**src/rtl/tmr_ccx_pkg.sv**
```systemverilog
package tmr_ccx_pkg;
  typedef enum logic {
    CH_OUT = 1'b0,
    CH_IN  = 1'b1
  } ch_mode_e;
endpackage

```
**src/rtl/tmr_ccx_regs.sv**
```systemverilog
module tmr_ccx_regs
  import tmr_ccx_pkg::*;
#(
  parameter int CNT_W  = 16,
  parameter int FRAC_W = 4,
  localparam int REG_W = CNT_W + FRAC_W
) (
  input  logic             clk_i,
  input  logic             rst_ni,
  input  ch_mode_e         mode_i,
  input  logic             pre_en_i,
  input  logic             dith_en_i,
  input  logic             wr_en_i,
  input  logic [REG_W-1:0] wr_raw_i,
  input  logic             upd_i,
  input  logic             cap_i,
  input  logic [CNT_W-1:0] cnt_i,
  input  logic             rd_en_i,
  output logic [REG_W-1:0] pre_o,
  output logic [REG_W-1:0] act_o,
  output logic             cap_flag_o,
  output logic             ovr_flag_o
);
  logic [REG_W-1:0] pre_q, act_q, wr_val, cap_val;
  logic             cap_flag_q, ovr_flag_q;
  logic             out_wr, in_cap;

  // field layout follows dithering mode
  always_comb begin
    if (dith_en_i) begin
      wr_val  = wr_raw_i;
      cap_val = {cnt_i, {FRAC_W{1'b0}}};
    end else begin
      wr_val  = {{FRAC_W{1'b0}}, wr_raw_i[CNT_W-1:0]};
      cap_val = {{FRAC_W{1'b0}}, cnt_i};
    end
  end

  assign out_wr = wr_en_i && (mode_i == CH_OUT);
  assign in_cap = cap_i && (mode_i == CH_IN);

  always_ff @(posedge clk_i or negedge rst_ni) begin
    if (!rst_ni) begin
      pre_q <= '0;
    end else if (out_wr) begin
      pre_q <= wr_val;
    end else if (in_cap) begin
      pre_q <= cap_val;
    end
  end

  always_ff @(posedge clk_i or negedge rst_ni) begin
    if (!rst_ni) begin
      act_q <= '0;
    end else if (mode_i == CH_OUT) begin
      if (pre_en_i) begin
        if (upd_i) act_q <= pre_q;
      end else if (wr_en_i) begin
        act_q <= wr_val;
      end
    end
  end

  always_ff @(posedge clk_i or negedge rst_ni) begin
    if (!rst_ni) begin
      cap_flag_q <= 1'b0;
      ovr_flag_q <= 1'b0;
    end else begin
      if (in_cap)       cap_flag_q <= 1'b1;
      else if (rd_en_i) cap_flag_q <= 1'b0;
      if (in_cap && cap_flag_q && !rd_en_i) ovr_flag_q <= 1'b1;
      else if (rd_en_i)                     ovr_flag_q <= 1'b0;
    end
  end

  assign pre_o      = pre_q;
  assign act_o      = act_q;
  assign cap_flag_o = cap_flag_q;
  assign ovr_flag_o = ovr_flag_q;
endmodule

```
**src/rtl/tmr_ccx_dither.sv**
```systemverilog
module tmr_ccx_dither #(
  parameter int CNT_W  = 16,
  parameter int FRAC_W = 4,
  localparam int REG_W = CNT_W + FRAC_W
) (
  input  logic              clk_i,
  input  logic              rst_ni,
  input  logic              upd_i,
  input  logic              dith_en_i,
  input  logic [REG_W-1:0]  act_i,
  output logic [CNT_W:0]    eff_o,
  output logic [FRAC_W-1:0] idx_o
);
  logic [FRAC_W-1:0] idx_q, idx_rev;
  logic              bump;

  always_ff @(posedge clk_i or negedge rst_ni) begin
    if (!rst_ni)    idx_q <= '0;
    else if (upd_i) idx_q <= idx_q + 1'b1;
  end

  // bit-reversed index spreads raised periods evenly
  for (genvar g = 0; g < FRAC_W; g++) begin : g_rev
    assign idx_rev[g] = idx_q[FRAC_W-1-g];
  end

  assign bump = idx_rev < act_i[FRAC_W-1:0];

  always_comb begin
    if (dith_en_i)
      eff_o = {1'b0, act_i[REG_W-1:FRAC_W]} + (CNT_W+1)'(bump);
    else
      eff_o = {1'b0, act_i[CNT_W-1:0]};
  end

  assign idx_o = idx_q;
endmodule

```
**src/rtl/tmr_ccx_cmp.sv**
```systemverilog
module tmr_ccx_cmp
  import tmr_ccx_pkg::*;
#(
  parameter int CNT_W = 16
) (
  input  ch_mode_e       mode_i,
  input  logic [CNT_W-1:0] cnt_i,
  input  logic [CNT_W:0]   eff_i,
  output logic             cmp_o
);
  assign cmp_o = (mode_i == CH_OUT) && ({1'b0, cnt_i} < eff_i);
endmodule

```
**src/rtl/tmr_ccx_chan.sv**
```systemverilog
module tmr_ccx_chan
  import tmr_ccx_pkg::*;
#(
  parameter int CNT_W  = 16,
  parameter int FRAC_W = 4,
  parameter int DATA_W = 32,
  localparam int REG_W = CNT_W + FRAC_W
) (
  input  logic              clk_i,
  input  logic              rst_ni,
  input  logic [CNT_W-1:0]  cnt_i,
  input  logic              upd_i,
  input  logic              cap_i,
  input  logic              in_mode_i,
  input  logic              pre_en_i,
  input  logic              dith_en_i,
  input  logic              wr_en_i,
  input  logic [DATA_W-1:0] wr_data_i,
  input  logic              rd_en_i,
  output logic [DATA_W-1:0] rd_data_o,
  output logic              cmp_o,
  output logic              cap_flag_o,
  output logic              ovr_flag_o
);
  ch_mode_e          mode;
  logic [REG_W-1:0]  pre_q, act_q;
  logic [CNT_W:0]    eff;
  logic [FRAC_W-1:0] idx_q;

  assign mode = in_mode_i ? CH_IN : CH_OUT;

  tmr_ccx_regs #(.CNT_W(CNT_W), .FRAC_W(FRAC_W)) u_regs (
    .clk_i      (clk_i),
    .rst_ni     (rst_ni),
    .mode_i     (mode),
    .pre_en_i   (pre_en_i),
    .dith_en_i  (dith_en_i),
    .wr_en_i    (wr_en_i),
    .wr_raw_i   (wr_data_i[REG_W-1:0]),
    .upd_i      (upd_i),
    .cap_i      (cap_i),
    .cnt_i      (cnt_i),
    .rd_en_i    (rd_en_i),
    .pre_o      (pre_q),
    .act_o      (act_q),
    .cap_flag_o (cap_flag_o),
    .ovr_flag_o (ovr_flag_o)
  );

  tmr_ccx_dither #(.CNT_W(CNT_W), .FRAC_W(FRAC_W)) u_dither (
    .clk_i     (clk_i),
    .rst_ni    (rst_ni),
    .upd_i     (upd_i),
    .dith_en_i (dith_en_i),
    .act_i     (act_q),
    .eff_o     (eff),
    .idx_o     (idx_q)
  );

  tmr_ccx_cmp #(.CNT_W(CNT_W)) u_cmp (
    .mode_i (mode),
    .cnt_i  (cnt_i),
    .eff_i  (eff),
    .cmp_o  (cmp_o)
  );

  assign rd_data_o = {{(DATA_W-REG_W){1'b0}}, pre_q};
endmodule

```
**config.mk**
```make
export PLATFORM = sky130hd
export DESIGN_NAME = tmr_ccx_chan
export DESIGN_NICKNAME = d
export VERILOG_FILES = /design/src/rtl/tmr_ccx_pkg.sv /design/src/rtl/tmr_ccx_regs.sv /design/src/rtl/tmr_ccx_dither.sv /design/src/rtl/tmr_ccx_cmp.sv /design/src/rtl/tmr_ccx_chan.sv
export SDC_FILE = /design/constraint.sdc
export NUM_CORES = 1
export LEC_CHECK = 0
export BUFFER_PORTS_ARGS = -buffer_cell sky130_fd_sc_hd__buf_2
export CAP_MARGIN = 25
export CORE_MARGIN = 2
export CORE_UTILIZATION = 35
export DETAILED_ROUTE_END_ITERATION = 8
export MAX_ROUTING_LAYER = met4
export PLACE_DENSITY = 0.63
export SYNTH_ARGS = -nofsm -noshare
export SYNTH_HDL_FRONTEND = slang
export SYNTH_SLANG_ARGS = --single-unit
```
**constraint.sdc**
```tcl
create_clock -name clk_i -period 4.4 [get_ports clk_i]
set_input_delay 0.88 -clock clk_i [delete_from_list [all_inputs] [get_ports clk_i]]
set_output_delay 0.88 -clock clk_i [all_outputs]
set_load 0.005 [all_outputs]
```
# == After elaboration in Yosys (flattened, before gate mapping) ==
# Index checks and enable logic that the tools add are counted.
# totals
register_bits,46
latch_bits,0
ram_bits,0
romBits,0
input_bits,57
mem_count,0
# classes
add_sub_neg,2
n_mul,0
n_div,0
n_lt_le_gt_ge,2
n_eq_ne,1
n_shift,0
n_mux,12
n_bitwise,1
reduce_logical,11
# ops
op,n
$mux 20,7
$add 16x1->17,1
$lt 16x17->1,1
$mux 17,1
$reduce_bool 2->1,4
$logic_and 1x1->1,5
$add 4x1->4 const B,1
$lt 4x4->1,1
$mux 1,4
$reduce_and 3->1,1
$ne 2x2->1 const B,1
$logic_not 1->1,1
$not 1->1,1

# == Longest topological paths before layout ==
# Gate-level depths: netlist of run 1.
# logic_depth
ltp_word,5
ltp_mapped,18
mapped_depth_nobuf,18

# == Modules after synthesis ==
# A second synthesis of run 1 with hierarchy kept.
# unflattened
cells_unflattened,335
hier_area_um2,3320.7
# modules_own_cells
module,n_inst,cells_each,area_each_um2,seq_area_each_um2
tmr_ccx_regs,1,163,2098.3,1051.0
tmr_ccx_dither,1,103,738.2,100.1
tmr_ccx_cmp,1,56,390.4,0.0
tmr_ccx_chan,1,13,93.8,0.0

# == Worst setup path after synthesis of run 1 ==
# No wires, ideal clock.
# synth_timing
path_type,register -> output
from,register u_regs.act_q[1] (netlist: u_regs.act_o[1])
to,output cmp_o
arrival_ns,3.506
slack_ns,0.014
path_stages_with_launch,19
n_path_buf,0
cell_sequence,dfrtp_1 > inv_1 > ha_1 > a21o_1 > a21o_1 > a21oi_1 > ha_1 > ha_1 > and4_1 > nand3_2 > nor2_1 > xor2_1 > mux2i_1 > ha_1 > a211o_1 > a21oi_1 > o21ai_0 > or3_1 > a211oi_2
# synth_via
elab_chain_len,5
# synth_rtl
item,line_no,rtl
from (decl),tmr_ccx_regs.sv:24,"logic [REG_W-1:0] pre_q, act_q, wr_val, cap_val;"
from (signal assigned),tmr_ccx_regs.sv:57,if (upd_i) act_q <= pre_q;
from (signal assigned),tmr_ccx_regs.sv:59,act_q <= wr_val;
$lt 4x4->1,tmr_ccx_dither.sv:27,assign bump = idx_rev < act_i[FRAC_W-1:0];
$add 16x1->17,tmr_ccx_dither.sv:31,"eff_o = {1'b0, act_i[REG_W-1:FRAC_W]} + (CNT_W+1)'(bump);"
$mux 17 (*),tmr_ccx_dither.sv:30,if (dith_en_i)
$lt 16x17->1 (*),tmr_ccx_cmp.sv:11,"assign cmp_o = (mode_i == CH_OUT) && ({1'b0, cnt_i} < eff_i);"
$logic_and 1x1->1 (*),tmr_ccx_cmp.sv:11,
to (decl),tmr_ccx_chan.sv:21,"output logic cmp_o,"
# Every way passes the cells marked *; elsewhere a longest branch is shown, timed or not.

# == Final worst setup path of run 1 ==
# Same ends and word-level chain as after synthesis.

==> metrics.yaml, run 1 <==
status: "finished with violations"
violations: "setup timing"
yosysWarnings: 0
htreeDepth: 2
nFillCells: 893
cts-root-buf: "clkbuf_8"
syn_inst: 332
finalSetupTns_ns: -0.5081
peakVddDrop_mv: 0.1470
grt_pass1_wl_mm: 13.50
core_region_area_sq_mm: 0.008678
grt_overflow: 0
insertedDiodeCount: 0
first_global_vias: 2652
clock_sinks: 46
fin_nets: 487
ant_nets: 0
drv_cap: 0
cp-end-kind: "output port"
setup_violations: 1
path_max_fanout: 2
cp-start-kind: "register"
clockBufferDepth: 2
pre_cts_slack_ns: -0.2602
r2r_setup_slack_ns: 3.17
total_power_mw: 1.494
critical_path_class: "register to output port"
yosys.area_share.simple_pct: 12.61
grt_max_degree: 41
portBuffers: 67
finalCritPeriodShare_pct: 111.5
drc: 0
path_cells: "inv_1 -> ha_1 -> a21o_1 -> a21o_1 -> a21oi_2 -> ha_2 -> ha_4 -> and4_4 -> nand3_2 -> nor2_2 -> xor2_1 -> mux2i_1 -> ha_1 -> a211o_1 -> a21oi_2 -> o21ai_1 -> or3_4 -> a211oi_4 -> buf_2"
fmax_ghz: 0.2037
synthToLayoutAreaGrowth_pct: 22.43
yosys_register_bits: 46
power_leakage_nw: 1.831
synthAdderAreaFrac_pct: 8.458
viasPerCell: 5.203
finalHoldViolCount: 0
start_util_pct: 35.80
relSlewSlack_pct: 38.91
synth.cell_area_sq_mm: 0.003107
hold_path.class: "register to register"
synthXorXnorAreaFrac_pct: 4.511
ys_types: 41
clk_latency_ns: 0.31
vias: 2695
yosysSeqAreaShare_pct: 37.05
critical-path-max-stage-delay_ns: 0.41
path_delay_family: "compound AO/OA/AOI/OAI gates"
post-route-min-period_ns: 4.908
synthMuxAreaShare_pct: 12.28
setup_slack_ns: -0.5081
worst_pin_slew_ns: 0.9163
grt_use_total_pct: 17.71
die_w_microns: 98.22
worstPathRequired_ns: 3.52
grt_antenna_before_repair: 0
cts_made_buffers: 5
slowest_stage: "or3_4"
worst_clock_skew_ns: 0.01147
crit_buf_inv: 2
drt-total-wl_mm: 8.196
drt-wirelength-per-cell_microns: 15.82
path_clk_slew_ns: 0.10
num_io_pins: 92
drt_iter0_drc: 173
place.gp.congestion: 0.7980
die-area_sq_mm: 0.009646
rsz0062_at_grt: "true"
power_density_mw_per_mm2: 392.7
synth_top_family_by_area: "compound AO/OA/AOI/OAI gates"
arrival_ns: 4.03
hold_buffers: 0
rows: 34
synth_area_per_cell_sq_um: 9.358
drt_pass1_iterations: 4
drive_above_1_share_pct: 28.29
die_h_microns: 98.22
slew_violations: 0
synth_compound_area_share_pct: 18.32
dp.final_hpwl_mm: 6.153
cts_tree: "built"
==> cell usage after synthesis, drive strengths merged <==
library cell	n	area, sq um
nand3b	1	7.510
a221oi	1	15.01
a21o	4	30.03
o221a	4	45.04
nor3	4	35.03
nand2	21	78.83
and3	3	23.77
nand3	6	35.03
a211o	1	8.760
ha	21	262.8
a22o	8	70.07
xor2	11	96.34
nor3b	1	12.51
mux2i	37	370.4
nand2b	2	12.51
or3	1	6.260
and2	1	6.260
conb	1	3.750
a21oi	42	210.2
o21ai	16	80.07
xnor2	5	43.79
nand4	5	31.28
nor2b	2	12.51
buf	25	153.9
clkbuf	5	18.77
dfrtp	46	1151
and4	2	17.52
a211oi	2	20.02
nor2	30	112.6
o22ai	12	75.07
o21a	1	7.510
o211ai	1	7.510
mux2	1	11.26
inv	9	33.78
==> layer usage <==
layer	up-vias	share of wire (%)	GRT usage, %
li1	1323	-	-
met1	1299	48	24.29
met2	65	47	28.03
met3	8	4.1	2.792
met4	0	1.0	3.583
met5	-	0	-
==> worst min-delay path, delay by kind of cell (launching register included) <==
kind / cells / cell delay (ns)
compound gates: 1 / 0.04
flops: 1 / 0.36
simple gates: 1 / 0.08
==> state kept, by name, indices dropped and copies added (netlist names) <==
register	flops
u_regs.act_o	20
u_regs.pre_o	20
u_dither.idx_o	4
u_regs.cap_flag_o	1
u_regs.ovr_flag_o	1
==> cell usage in the layout, fill, tap and decap left out, types with 3 or more instances in the layout <==
cell and instances:
buf_2 67, dfrtp_1 46, a21oi_1 39, mux2i_1 37
nor2_1 27, nand2_1 21, buf_4 20, ha_1 19
o22ai_1 12, conb_1 12, xor2_1 11, o21ai_1 10
inv_1 9, a22o_1 8, o21ai_0 6, xnor2_1 5
nand4_1 5, clkbuf_8 5, nand3_1 4, a21o_1 4
o221a_1 4, nor3_2 3, nor2_2 3, a21oi_2 3
==> kinds of logic after synthesis <==
family / Yosys count
simple gates: 79
flops: 46
buf+inv: 39
mux: 38
compound gates: 92
other cells: 1
fa+ha+maj: 21
xor+xnor: 16
==> final timing paths <==
| path | start | end | cells after the start |
|---|---|---|---|
| worst max-delay path | u_regs.act_o[1] | cmp_o | 19 |
| worst max register to register | u_dither.idx_o[0] | u_dither.idx_o[1] | 3 |
| worst min register to register | u_regs.ovr_flag_o | u_regs.ovr_flag_o | 2 |
| max in group asynchronous | rst_ni | u_regs.act_o[3] | 2 |
| worst min-delay path | u_regs.ovr_flag_o | u_regs.ovr_flag_o | 2 |
| min in group asynchronous | rst_ni | u_regs.act_o[13] | 1 |
==> cell type report <==
class | count | area (sq um) | share of cell area [%]
clock buffers | 5 | 68.82 | 1.809
clock inverters | 3 | 45.04 | 1.184
inverters | 9 | 33.78 | 0.8882
multi-input cells | 258 | 1844 | 48.49
flip-flops and latches | 46 | 1151 | 30.26
well taps | 108 | 135.1 | 3.553
repair buffers | 89 | 525.5 | 13.82
==> timing repair <==
item | in CTS | in global routing
pin swaps | 9 | 6
endpoints found under the setup margin | 1 | 1
setup buffers | 1 | 2
resized for setup | 10 | 3
==> report_power, final <==
group / leakage (nW) / switching [mW] / internal, mW
clock: 0.0504 / 0.159 / 0.169
sequential: 0.527 / 0.0786 / 0.501
combinational: 1.25 / 0.280 / 0.305
total: 1.83 / 0.518 / 0.976
==> through the flow <==
stage / cells / hold slack (ns) / utilization [%] / cell area, sq um
after global routing: 518 / 0.5485 / 43.83 / 3804
final: 518 / 0.5196 / 43.83 / 3804
after detailed placement: 507 / 0.4955 / 41.67 / 3616
after global placement: 506 / 0.4755 / 41.44 / 3596
after floorplan: 343 / 0.4372 / - / 3148
after CTS: 516 / 0.5205 / 43.50 / 3775
(Power assumes the default switching activity.)
==> run 2: changes to the inputs <==
- ABC_AREA: default -> 1
- PLACE_DENSITY: 0.63 -> 0.65
==> run 2 against run 1 <==
The flow now finishes without violations. First-iteration DRC count unchanged. Global-route usage up 0.70 points. Combinational power down 4.6%. Critical path type unchanged. Maximum frequency up 12%. Clock power down 16%. Final area up 1.8%. Hold slack worse by 0.022 ns. Clock-buffer cell count unchanged. Flip-flop and latch count unchanged. Sequential share of layout area down 0.55 points. Synthesized cell count up 30%.
==> metrics.yaml, run 2 <==
finalHoldViolCount: 0  # unchanged
synth.most_common_cell: "nand2_1"
synthToLayoutAreaGrowth_pct: 17.05
vias: 3154  # +17%
synthAdderAreaFrac_pct: 7.940  # -0.52 points
cts_tree: "built"
drt-wirelength-per-cell_microns: 15.11  # -4.5%
drt-total-wl_mm: 9.154  # +12%
num_io_pins: 92  # unchanged
ant_nets: 0  # unchanged
rsz0062_at_grt: "true"
hold_buffers: 0  # unchanged
synth_area_leader_cell: "dfrtp_1"
place.gp.congestion: 0.9335  # +17%
relSlewSlack_pct: 51.63  # +13 points
critical-path-max-stage-delay_ns: 0.38  # -0.03 ns
portBuffers: 67  # unchanged
power_leakage_nw: 1.864  # +1.8%
grt_overflow: 0  # unchanged
drc: 0  # unchanged
grt_pass1_wl_mm: 14.59  # +8.1%
synthMuxAreaShare_pct: 1.550  # -11 points
post-route-min-period_ns: 4.391  # -0.5172 ns
die_h_microns: 101.2  # +3.1%
syn_inst: 430  # +30%
first_global_vias: 2964  # +12%
synthArstFlopShare_pct: 100.0  # unchanged
yosys_register_bits: 46  # unchanged
start_util_pct: 35.99  # +0.19 points
ys_types: 45  # +9.8%
power_density_mw_per_mm2: 365.2  # -7.0%
drive_above_1_share_pct: 24.65  # -3.6 points
fin_nets: 572  # +17%
crit_buf_inv: 2  # unchanged
yosysSeqAreaShare_pct: 34.78  # -2.3 points
arrival_ns: 3.51  # -0.52 ns
cts-root-buf: "clkbuf_8"
grt_use_total_pct: 18.41  # +0.70 points
worst_clock_skew_ns: 0.001769  # -0.009706 ns
die_w_microns: 101.2  # +3.1%
synth_top_flop_cell: "dfrtp_1"
die-area_sq_mm: 0.01025  # +6.3%
synthXorXnorAreaFrac_pct: 1.853  # -2.7 points
synth_commonest_cells: "90 x nand2_1, 46 x dfrtp_1, 41 x inv_1, 41 x o21ai_0, 37 x nor2_1"
layout_common_cells: "89 x nand2_1, 67 x buf_2, 46 x dfrtp_1"
cp-end-kind: "output port"
drt_pass1_iterations: 4  # unchanged
total_power_mw: 1.415  # -5.3%
slowest_stage: "dfrtp_1"
path_delay_family: "simple AND/OR/NAND/NOR gates"
dp.final_hpwl_mm: 6.645  # +8.0%
clockBufferDepth: 2  # unchanged
hold_path.class: "input pin to async pin"
worstPathRequired_ns: 3.52  # about the same
slew_violations: 0  # unchanged
cts_made_buffers: 5  # unchanged
rows: 35  # +2.9%
worst_pin_slew_ns: 0.7256  # -0.1908 ns
clock_sinks: 46  # unchanged
synth_top_family_by_area: "simple AND/OR/NAND/NOR gates"
viasPerCell: 5.205  # about the same
final_common_cell: "nand2_1"
critical_path_class: "register to output port"
cpMostUsedCell: "nor2_2"
grt_antenna_before_repair: 0  # unchanged
htreeDepth: 2  # unchanged
insertedDiodeCount: 0  # unchanged
yosysWarnings: 0  # unchanged
path_max_fanout: 4  # +2
fmax_ghz: 0.2277  # +12%
synth_compound_area_share_pct: 20.15  # +1.8 points
path_cells: "inv_2 -> ha_4 -> o21ai_2 -> nand2_1 -> a21o_1 -> a21oi_2 -> ha_2 -> ha_4 -> nand2_4 -> nor2_4 -> nand2_2 -> o21ai_1 -> o21ai_0 -> ha_1 -> nand2_1 -> nor2_2 -> nand3_1 -> nor2_2 -> nor2_2 -> nor2_1 -> nor2_1 -> buf_2"
synth_area_per_cell_sq_um: 7.696  # -18%
core_region_area_sq_mm: 0.009196  # +6.0%
drv_cap: 0  # unchanged
synthTopCellsByArea: "dfrtp_1 35%, nand2_1 10%, ha_1 7.9%"
clk_latency_ns: 0.31  # about the same
synth_edf_count: 0  # unchanged
grt_max_degree: 47  # +15%
nFillCells: 952  # +6.6%
setup_violations: 0  # -1
drt_iter0_drc: 173  # unchanged
fin_hold_ws_ns: 0.4981  # -0.02155 ns
cp-start-kind: "register"
status: "completed"
synth_top_area_share_pct: 34.78  # -2.3 points
finalCritPeriodShare_pct: 99.80  # -12 points
path_clk_slew_ns: 0.10  # about the same
synth.cell_area_sq_mm: 0.003309  # +6.5%
peakVddDrop_mv: 0.1407  # -4.3%
yosys.area_share.simple_pct: 22.38  # +9.8 points
[run 2: changes by cell type after synthesis, sizes merged, moves of 5 or more]
cell and delta:
nand2 +72, o21ai +28, a31oi +9, a22o -8, inv +34, nor2 +14
o211ai +13, o22ai -8, xor2 -5, nand3 +6, mux2i -33, a21oi -16
[run 2: what timing repair did]
| item | in CTS | in global routing |
|---|---|---|
| resized for setup | 12 | 9 |
| cloned | 0 | 0 |
| pin swaps | 5 | 12 |
| buffers inserted | 2 | 4 |
| endpoints found under the setup margin | 1 | 1 |
[run 2: cell families after synthesis]
group | count (synthesis)
buffers and inverters | 76
xor gates and xnor gates | 7
muxes | 5
AOI/OAI and AO/OA | 110
other | 1
and+or+nand+nor | 164
adders and majority gates | 21
DFF | 46
[run 2: worst paths after layout]
path                       slack (ns)              start                 to  cells after the start
max                             0.009    u_regs.act_o[1]              cmp_o                     22
min                              0.50             rst_ni    u_regs.pre_o[6]                      1
max reg2reg                      3.29  u_dither.idx_o[0]  u_dither.idx_o[1]                      2
min reg2reg                      0.51  u_dither.idx_o[3]  u_dither.idx_o[3]                      1
max in group asynchronous        3.38             rst_ni   u_regs.pre_o[13]                      2
min in group clk_i               0.51  u_dither.idx_o[3]  u_dither.idx_o[3]                      1
[run 2: area by class of cell]
cell class | count | area [sq um] | share of cell area [%]
clock buffer | 5 | 68.82 | 1.776
clock inverter | 3 | 21.27 | 0.5491
inverter | 45 | 173.9 | 4.490
multi-input combinational | 319 | 1893 | 48.87
sequential | 46 | 1151 | 29.72
tap | 111 | 138.9 | 3.585
timing repair buffer | 77 | 426.7 | 11.01
[run 2: metrics by stage]
step / TNS [ns] / setup WS [ns] / utilization (%) / instances / instance area, sq um
6_report: 0 / 0.009011 / 42.12 / 606 / 3874
5_1_grt: -0.1549 / -0.1549 / 42.12 / 606 / 3874
4_1_cts: 0 / 0.03839 / 41.44 / 602 / 3811
3_5_place_dp: 0 / 0.2232 / 39.90 / 592 / 3670
3_3_place_gp: 0 / 0.2563 / 39.69 / 591 / 3650
2_1_floorplan: 0 / 0.7945 / - / 441 / 3351
[run 2: per-layer routing]
metal	up-vias	routed length [microns]	global-route usage, %
li1	1552	-	-
met3	2	496	3.520
met4	0	38	3.430
met5	-	0	-
met2	110	4139	27.66
met1	1490	4479	26.05
[run 2: power by group]
part           total [mW]  switching, mW  internal, mW  leakage [nW]
logic               0.558          0.311         0.247          1.28
clock network       0.276          0.164         0.112        0.0441
registers           0.581         0.0792         0.502         0.542
total                1.41          0.554         0.861          1.86
[run 2: worst register-to-register path, cell delays in order, from the launching register on]
cell and delay, ns:
dfrtp_1 0.44, ha_1 0.30, mux2_2 0.26
